File: src/rtl/vlp_pkg.sv
package vlp_pkg;
    typedef enum logic [1:0] {
        OP_ADD = 2'b00,
        OP_SUB = 2'b01,
        OP_MUL = 2'b10,
        OP_DIV = 2'b11
    } op_e;
endpackage

File: src/rtl/vlp_regfile.sv
module vlp_regfile #(
    parameter int DW   = 16,
    parameter int NREG = 16,
    localparam int RW  = $clog2(NREG)
) (
    input  logic                   clk,
    input  logic                   rst_n,
    input  logic                   we,
    input  logic [RW-1:0]          waddr,
    input  logic [DW-1:0]          wdata,
    input  logic [1:0][RW-1:0]     raddr,
    output logic [1:0][DW-1:0]     rdata
);
    logic [NREG-1:0][DW-1:0] rf_d, rf_q;

    always_comb begin
        rf_d = rf_q;
        if (we) rf_d[waddr] = wdata;
    end

    always_ff @(posedge clk) begin
        if (!rst_n) begin
            for (int k = 0; k < NREG; k++) rf_q[k] <= DW'(k);
        end else begin
            rf_q <= rf_d;
        end
    end

    for (genvar p = 0; p < 2; p++) begin : g_rd
        assign rdata[p] = rf_q[raddr[p]];
    end
endmodule

File: src/rtl/vlp_opsel.sv
module vlp_opsel #(
    parameter int DW = 16,
    parameter int RW = 4
) (
    input  logic [RW-1:0] src,
    input  logic [DW-1:0] rf_val,
    input  logic          ex_done,
    input  logic [RW-1:0] ex_rd,
    input  logic [DW-1:0] ex_res,
    input  logic          wb_we,
    input  logic [RW-1:0] wb_rd,
    input  logic [DW-1:0] wb_data,
    output logic [DW-1:0] val
);
    always_comb begin
        if (ex_done && ex_rd == src)      val = ex_res;
        else if (wb_we && wb_rd == src)   val = wb_data;
        else                              val = rf_val;
    end
endmodule

File: src/rtl/vlp_exec.sv
module vlp_exec
    import vlp_pkg::*;
#(
    parameter int DW         = 16,
    parameter int RW         = 4,
    parameter int LAT_ADDSUB = 1,
    parameter int LAT_MUL    = 3,
    parameter int LAT_DIV    = 5
) (
    input  logic          clk,
    input  logic          rst_n,
    input  logic          issue,
    input  op_e           issue_op,
    input  logic [RW-1:0] issue_rd,
    input  logic [DW-1:0] issue_a,
    input  logic [DW-1:0] issue_b,
    output logic          busy,
    output logic          last,
    output logic [RW-1:0] res_rd,
    output logic [DW-1:0] res
);
    localparam int MAXLAT = (LAT_DIV > LAT_MUL) ? ((LAT_DIV > LAT_ADDSUB) ? LAT_DIV : LAT_ADDSUB)
                                                : ((LAT_MUL > LAT_ADDSUB) ? LAT_MUL : LAT_ADDSUB);
    localparam int CW = $clog2(MAXLAT + 1);

    typedef struct packed {
        logic          valid;
        op_e           op;
        logic [RW-1:0] rd;
        logic [DW-1:0] a;
        logic [DW-1:0] b;
        logic [CW-1:0] cnt;
    } ex_t;

    ex_t s_d, s_q;

    function automatic logic [CW-1:0] lat_of(input op_e op);
        case (op)
            OP_MUL:  return CW'(LAT_MUL);
            OP_DIV:  return CW'(LAT_DIV);
            default: return CW'(LAT_ADDSUB);
        endcase
    endfunction

    assign busy   = s_q.valid;
    assign last   = s_q.valid && (s_q.cnt == CW'(1));
    assign res_rd = s_q.rd;

    logic [2*DW-1:0] prod;
    assign prod = {{DW{1'b0}}, s_q.a} * {{DW{1'b0}}, s_q.b};

    always_comb begin
        case (s_q.op)
            OP_ADD:  res = s_q.a + s_q.b;
            OP_SUB:  res = s_q.a - s_q.b;
            OP_MUL:  res = prod[DW-1:0];
            default: res = (s_q.b == '0) ? '1 : s_q.a / s_q.b;
        endcase
    end

    always_comb begin
        s_d = s_q;
        if (issue) begin
            s_d.valid = 1'b1;
            s_d.op    = issue_op;
            s_d.rd    = issue_rd;
            s_d.a     = issue_a;
            s_d.b     = issue_b;
            s_d.cnt   = lat_of(issue_op);
        end else if (last) begin
            s_d.valid = 1'b0;
        end else if (s_q.valid) begin
            s_d.cnt = s_q.cnt - CW'(1);
        end
    end

    always_ff @(posedge clk) begin
        if (!rst_n) s_q <= '0;
        else        s_q <= s_d;
    end


    issue_when_free_chk: assert property (@(posedge clk) disable iff (!rst_n)
        issue |-> (!s_q.valid || last));


    busy_hold_chk: assert property (@(posedge clk) disable iff (!rst_n)
        (s_q.valid && !last) |=> (s_q.valid && $stable(s_q.rd) && $stable(s_q.op)));


    cnt_live_chk: assert property (@(posedge clk) disable iff (!rst_n)
        s_q.valid |-> (s_q.cnt != '0));
endmodule

File: src/rtl/varlat_pipe.sv
module varlat_pipe
    import vlp_pkg::*;
#(
    parameter int DW         = 16,
    parameter int NREG       = 16,
    parameter int CNTW       = 16,
    parameter int LAT_ADDSUB = 1,
    parameter int LAT_MUL    = 3,
    parameter int LAT_DIV    = 5,
    localparam int RW        = $clog2(NREG)
) (
    input  logic            clk,
    input  logic            rst_n,
    input  logic            in_valid,
    output logic            in_ready,
    input  logic [1:0]      in_op,
    input  logic [RW-1:0]   in_rd,
    input  logic [RW-1:0]   in_rs1,
    input  logic [RW-1:0]   in_rs2,
    output logic            ret_valid,
    output logic [RW-1:0]   ret_rd,
    output logic [DW-1:0]   ret_data,
    output logic [CNTW-1:0] ret_cycle
);
    typedef struct packed {
        logic            of_valid;
        op_e             of_op;
        logic [RW-1:0]   of_rd;
        logic [RW-1:0]   of_rs1;
        logic [RW-1:0]   of_rs2;
        logic            wb_valid;
        logic [RW-1:0]   wb_rd;
        logic [DW-1:0]   wb_data;
        logic [CNTW-1:0] cyc;
        logic            run;
    } st_t;

    st_t st_d, st_q;

    logic            ex_busy, ex_last;
    logic [RW-1:0]   ex_rd;
    logic [DW-1:0]   ex_res;
    logic            of_adv, accept;
    logic [1:0][RW-1:0] src_idx;
    logic [1:0][DW-1:0] rf_val, opnd;

    assign of_adv   = st_q.of_valid && (!ex_busy || ex_last);
    assign in_ready = !st_q.of_valid || of_adv;
    assign accept   = in_valid && in_ready;

    assign src_idx[0] = st_q.of_rs1;
    assign src_idx[1] = st_q.of_rs2;

    vlp_regfile #(.DW(DW), .NREG(NREG)) u_rf (
        .clk   (clk),
        .rst_n (rst_n),
        .we    (st_q.wb_valid),
        .waddr (st_q.wb_rd),
        .wdata (st_q.wb_data),
        .raddr (src_idx),
        .rdata (rf_val)
    );

    for (genvar g = 0; g < 2; g++) begin : g_opsel
        vlp_opsel #(.DW(DW), .RW(RW)) u_sel (
            .src     (src_idx[g]),
            .rf_val  (rf_val[g]),
            .ex_done (ex_last),
            .ex_rd   (ex_rd),
            .ex_res  (ex_res),
            .wb_we   (st_q.wb_valid),
            .wb_rd   (st_q.wb_rd),
            .wb_data (st_q.wb_data),
            .val     (opnd[g])
        );
    end

    vlp_exec #(
        .DW(DW), .RW(RW),
        .LAT_ADDSUB(LAT_ADDSUB), .LAT_MUL(LAT_MUL), .LAT_DIV(LAT_DIV)
    ) u_ex (
        .clk      (clk),
        .rst_n    (rst_n),
        .issue    (of_adv),
        .issue_op (st_q.of_op),
        .issue_rd (st_q.of_rd),
        .issue_a  (opnd[0]),
        .issue_b  (opnd[1]),
        .busy     (ex_busy),
        .last     (ex_last),
        .res_rd   (ex_rd),
        .res      (ex_res)
    );

    always_comb begin
        st_d = st_q;
        if (accept) begin
            st_d.of_valid = 1'b1;
            st_d.of_op    = op_e'(in_op);
            st_d.of_rd    = in_rd;
            st_d.of_rs1   = in_rs1;
            st_d.of_rs2   = in_rs2;
        end else if (of_adv) begin
            st_d.of_valid = 1'b0;
        end
        st_d.wb_valid = ex_last;
        st_d.wb_rd    = ex_rd;
        st_d.wb_data  = ex_res;
        st_d.run      = st_q.run || accept;
        if (st_q.run || accept) st_d.cyc = st_q.cyc + CNTW'(1);
    end

    always_ff @(posedge clk) begin
        if (!rst_n) st_q <= '0;
        else        st_q <= st_d;
    end

    assign ret_valid = st_q.wb_valid;
    assign ret_rd    = st_q.wb_rd;
    assign ret_data  = st_q.wb_data;
    assign ret_cycle = st_q.cyc;

    // retirement order bookkeeping for checking only
    logic            seen_q;
    logic [CNTW-1:0] last_ret_q;
    always_ff @(posedge clk) begin
        if (!rst_n) begin
            seen_q     <= 1'b0;
            last_ret_q <= '0;
        end else if (ret_valid) begin
            seen_q     <= 1'b1;
            last_ret_q <= ret_cycle;
        end
    end


    of_hold_chk: assert property (@(posedge clk) disable iff (!rst_n)
        (st_q.of_valid && !of_adv) |=> (st_q.of_valid && $stable(st_q.of_rd) && $stable(st_q.of_op)));


    ret_order_chk: assert property (@(posedge clk) disable iff (!rst_n)
        (ret_valid && seen_q) |-> (ret_cycle > last_ret_q));


    cyc_step_chk: assert property (@(posedge clk) disable iff (!rst_n)
        st_q.run |=> (ret_cycle == $past(ret_cycle) + CNTW'(1)));


    idle_quiet_chk: assert property (@(posedge clk) disable iff (!rst_n)
        !st_q.run |-> (!ret_valid && ret_cycle == '0));
endmodule

File: config.mk
export PLATFORM = sky130hd
export DESIGN_NAME = varlat_pipe
export DESIGN_NICKNAME = d
export VERILOG_FILES = /design/src/rtl/vlp_pkg.sv /design/src/rtl/vlp_regfile.sv /design/src/rtl/vlp_opsel.sv /design/src/rtl/vlp_exec.sv /design/src/rtl/varlat_pipe.sv
export SDC_FILE = /design/constraint.sdc
export NUM_CORES = 2
export LEC_CHECK = 0
export BUFFER_PORTS_ARGS = -buffer_cell sky130_fd_sc_hd__buf_2
export CORE_MARGIN = 5
export CORE_UTILIZATION = 41
export CTS_CLUSTER_DIAMETER = 60
export DETAILED_ROUTE_END_ITERATION = 16
export GPL_TIMING_DRIVEN = 0
export RECOVER_POWER = 100
export SETUP_SLACK_MARGIN = 0.2
export SLEW_MARGIN = 30
export SYNTH_ARGS = -nofsm -noshare
export SYNTH_HDL_FRONTEND = slang
export SYNTH_SLANG_ARGS = --single-unit
File: constraint.sdc
create_clock -name clk -period 34.4 [get_ports clk]
set_clock_uncertainty 0.2 [all_clocks]
set_input_delay 6.88 -clock clk [delete_from_list [all_inputs] [get_ports clk]]
set_output_delay 6.88 -clock clk [all_outputs]
set_load 0.01 [all_outputs]
==> run metrics <==
yosys warns 0; dpl hpwl 80,380 µm; Synth Instances 3,491; DR WL/cell 22.77 µm; clock sink total 351; Post-CTS Hold Fix Bufs 0; CP endpoint kind flip-flop; crit start category flip-flop; DRC 0; layout cells sized above 1 ~12%; vias 26,605; Starting Density 41.25%; WP data required between 30,000 and 40,000 ps; width of the die 275.2 µm; Filler Cell Count 7,022; shortest period the worst path allows 32,120 ps; Max stage delay on crit path 620 ps; sequential-to-total area share from yosys stat approximately a quarter; post-synth top area share 24.37%; r2r setup slk between 2000 and 2500 ps; CTS tree done; most frequent cell after synthesis nand2_1; Max Clk Rate 31.13 MHz; Tightest Hold Check Type flip-flop to flip-flop; RR Endpoint u_ex.s_q[3]; largest net degree at the start of global routing 25; Synth Register Bits 351; final period utilization between 90% and 100%; Setup Buffers After CTS 0; area leader, netlist dfxtp_1; DRT antenna net count 0; root cell of the clock tree clkbuf_16; hold_sp st_q[47]; drt pass-1 iters 6; Nets about 3,900; CP arrival 32,300 ps; Die H 275.2 µm; Synth Area in XOR/XNOR slightly above 5%; FF-to-FF path depth between 100 and 150; Mapped Avg Cell Area 8.260 µm²; clk buf depth 3; Layout area overhead 9.724%; row count 97; Post-synth top cells 778 x nand2_1, 383 x a21oi_1, 351 x dfxtp_1, 208 x ha_1, 206 x clkbuf_1; worst skew pair latency 560 ps; critical path's slowest cell dfxtp_1; endpoints failing hold 0; Post-Synth Adder-Cell Area 14.65%; initial detailed-routing violation count 2,430; WL final 103,700 µm; syn nets 3,797; Most used DFF post-synth dfxtp_1; Num CTS Buffers 38; CORE AREA 69,910 µm²; first-pass GRT wire length 155,400 µm; distinct cell type count after synthesis 91; setup ws final between 2000 and 2500 ps; GPL Wtd Cong between 0.9 and 1; Top cell by count, worst path ha_1; gr usage total about a quarter; vias per cell around 5.8; final slew viol count 0; DIE AREA 75,730 µm²; delay-heaviest family, CP compound AO/OA/AOI/OAI gates; Mapped Area 28,840 µm²; simple-gate share of the synthesized area 18.54%; reg2reg start u_ex.s_q[3]; worst slack at placement roughly 150 ps; setup TNS 0 ps; status completed; io pins 55; EDFF count, synth 0; top area cells in the synthesized netlist dfxtp_1 24%, mux4_2 12%, nand2_1 10%; Max FO, Critical Path 20; Least-Margin Pin Slew 1385 ps; CTS HTree Levels 2; initial antenna violation count 1; I/O Buffers between 50 and 60; vias in the first global route 25,371; antenna diode instance count 0; hold endpoint u_ex.res_rd[1]; max-cap viol count 0; Crit path buffers/inverters 18; remaining global-route overflow 0; mux share of post-synthesis cell area 14.81%; slew margin rel. 7.678%; Setup Crit Path Kind flip-flop to flip-flop; hold depth 2; Worst-path clk slew ~60 ps; largest family of logic cells by synthesized area simple AND/OR/NAND/NOR gates; unrepaired setup endpoints after global routing false; Post-synth ARST share 0%; Synth Area in Compound Gates 16.38%; final setup fails 0
## worst register-to-register path, delay by kind of cell (launching register included)
kind / cells / cell delay [ps]
AO/OA/AOI/OAI: 65 / 16710
adder cells (fa/ha/maj): 16 / 5130
AND/OR/NAND/NOR: 26 / 4470
buffers and inverters: 18 / 4030
multiplexers: 2 / 770
flip-flops: 1 / 620
## layout make-up
| cell class | instances | area, µm² | area share (%) |
|---|---|---|---|
| flip-flops and latches | 351 | 7027 | 22.21 |
| well taps | 940 | 1176 | 3.717 |
| multi-input cells | 2703 | 20110 | 63.56 |
| clock buffers | 55 | 1126 | 3.559 |
| inverters | 165 | 621.8 | 1.965 |
| clock inverters | 12 | 111.4 | 0.3520 |
| plain buffers | 272 | 1201 | 3.796 |
| repair buffers | 55 | 266.5 | 0.8423 |
## layer usage
layer,part of all wire [%],track usage (%),up-vias
li1,-,-,12403
met1,40,33.74,12813
met2,48,45.69,1135
met3,7.7,4.369,252
met4,4.5,10.29,2
met5,0.0087,0,-
## worst max-delay path by stage
| stage | startpoint | depth (start not counted) | slack (ps) | to |
|---|---|---|---|---|
| floorplan | u_ex.s_q[3] | 122 | 7230 | u_ex.s_q[19] |
| global placement | u_ex.s_q[3] | 124 | -310 | u_ex.s_q[3] |
| detailed placement | u_ex.s_q[3] | 124 | 150 | u_ex.s_q[3] |
| CTS | u_ex.s_q[3] | 124 | 200 | u_ex.s_q[3] |
| global route | u_ex.s_q[3] | 127 | 130 | u_ex.s_q[3] |
| finish | u_ex.s_q[3] | 127 | 2280 | u_ex.s_q[3] |
## flip-flops by register name, summed over array words and instances (netlist names), 4 cells and up
name	flops
u_rf.rf_q	256
u_ex.s_q	37
ret_cycle	16
ret_data	16
src_idx	8
st_q	8
ret_rd	4
u_ex.res_rd	4
## cells in the final DEF, fill, tap and decap left out, types with 17 or more instances in the layout
cell type,count
and2_1,35
a211oi_1,18
xnor2_1,95
mux2_2,27
mux2i_1,32
a21oi_1,382
mux4_2,160
o211ai_1,31
clkbuf_16,39
o21ai_0,100
ha_1,208
or3_1,22
nor3_1,40
nand2b_1,21
xor2_1,68
inv_1,160
a21o_1,38
a31oi_1,20
nor2_1,196
clkbuf_1,207
nand2_1,778
clkbuf_2,17
clkbuf_4,29
nand3_1,66
o21a_1,33
buf_2,64
fa_1,81
dfxtp_1,351
## metrics by stage
| stage | hold WS (ps) | util (%) | std cells | area [µm²] |
|---|---|---|---|---|
| 3_5_place_dp | 254.6 | 43.40 | 4486 | 30340 |
| 4_1_cts | 257.5 | 45.17 | 4553 | 31580 |
| 5_1_grt | 271.5 | 45.26 | 4553 | 31640 |
| 3_3_place_gp | 244.3 | 43.31 | 4484 | 30280 |
| 2_1_floorplan | 232.1 | - | 3491 | 28840 |
| 6_report | 258.1 | 45.26 | 4553 | 31640 |
## what timing repair did
action | CTS | global route
resized for setup | 1 | 32
pin swaps | 0 | 1
endpoints found under the setup margin | 3 | 6
gates cloned | 0 | 0
## logic make-up after synthesis
kind of cell / count (synthesis)
AOI/OAI and AO/OA: 771
buffers and inverters: 437
xor gates and xnor gates: 164
adders and majority gates: 289
muxes: 222
and+or+nand+nor: 1257
DFF: 351
Power is left out: the tool's default activity adds up to more than one toggle a clock period on the data nets, which glitch-free logic cannot reach.
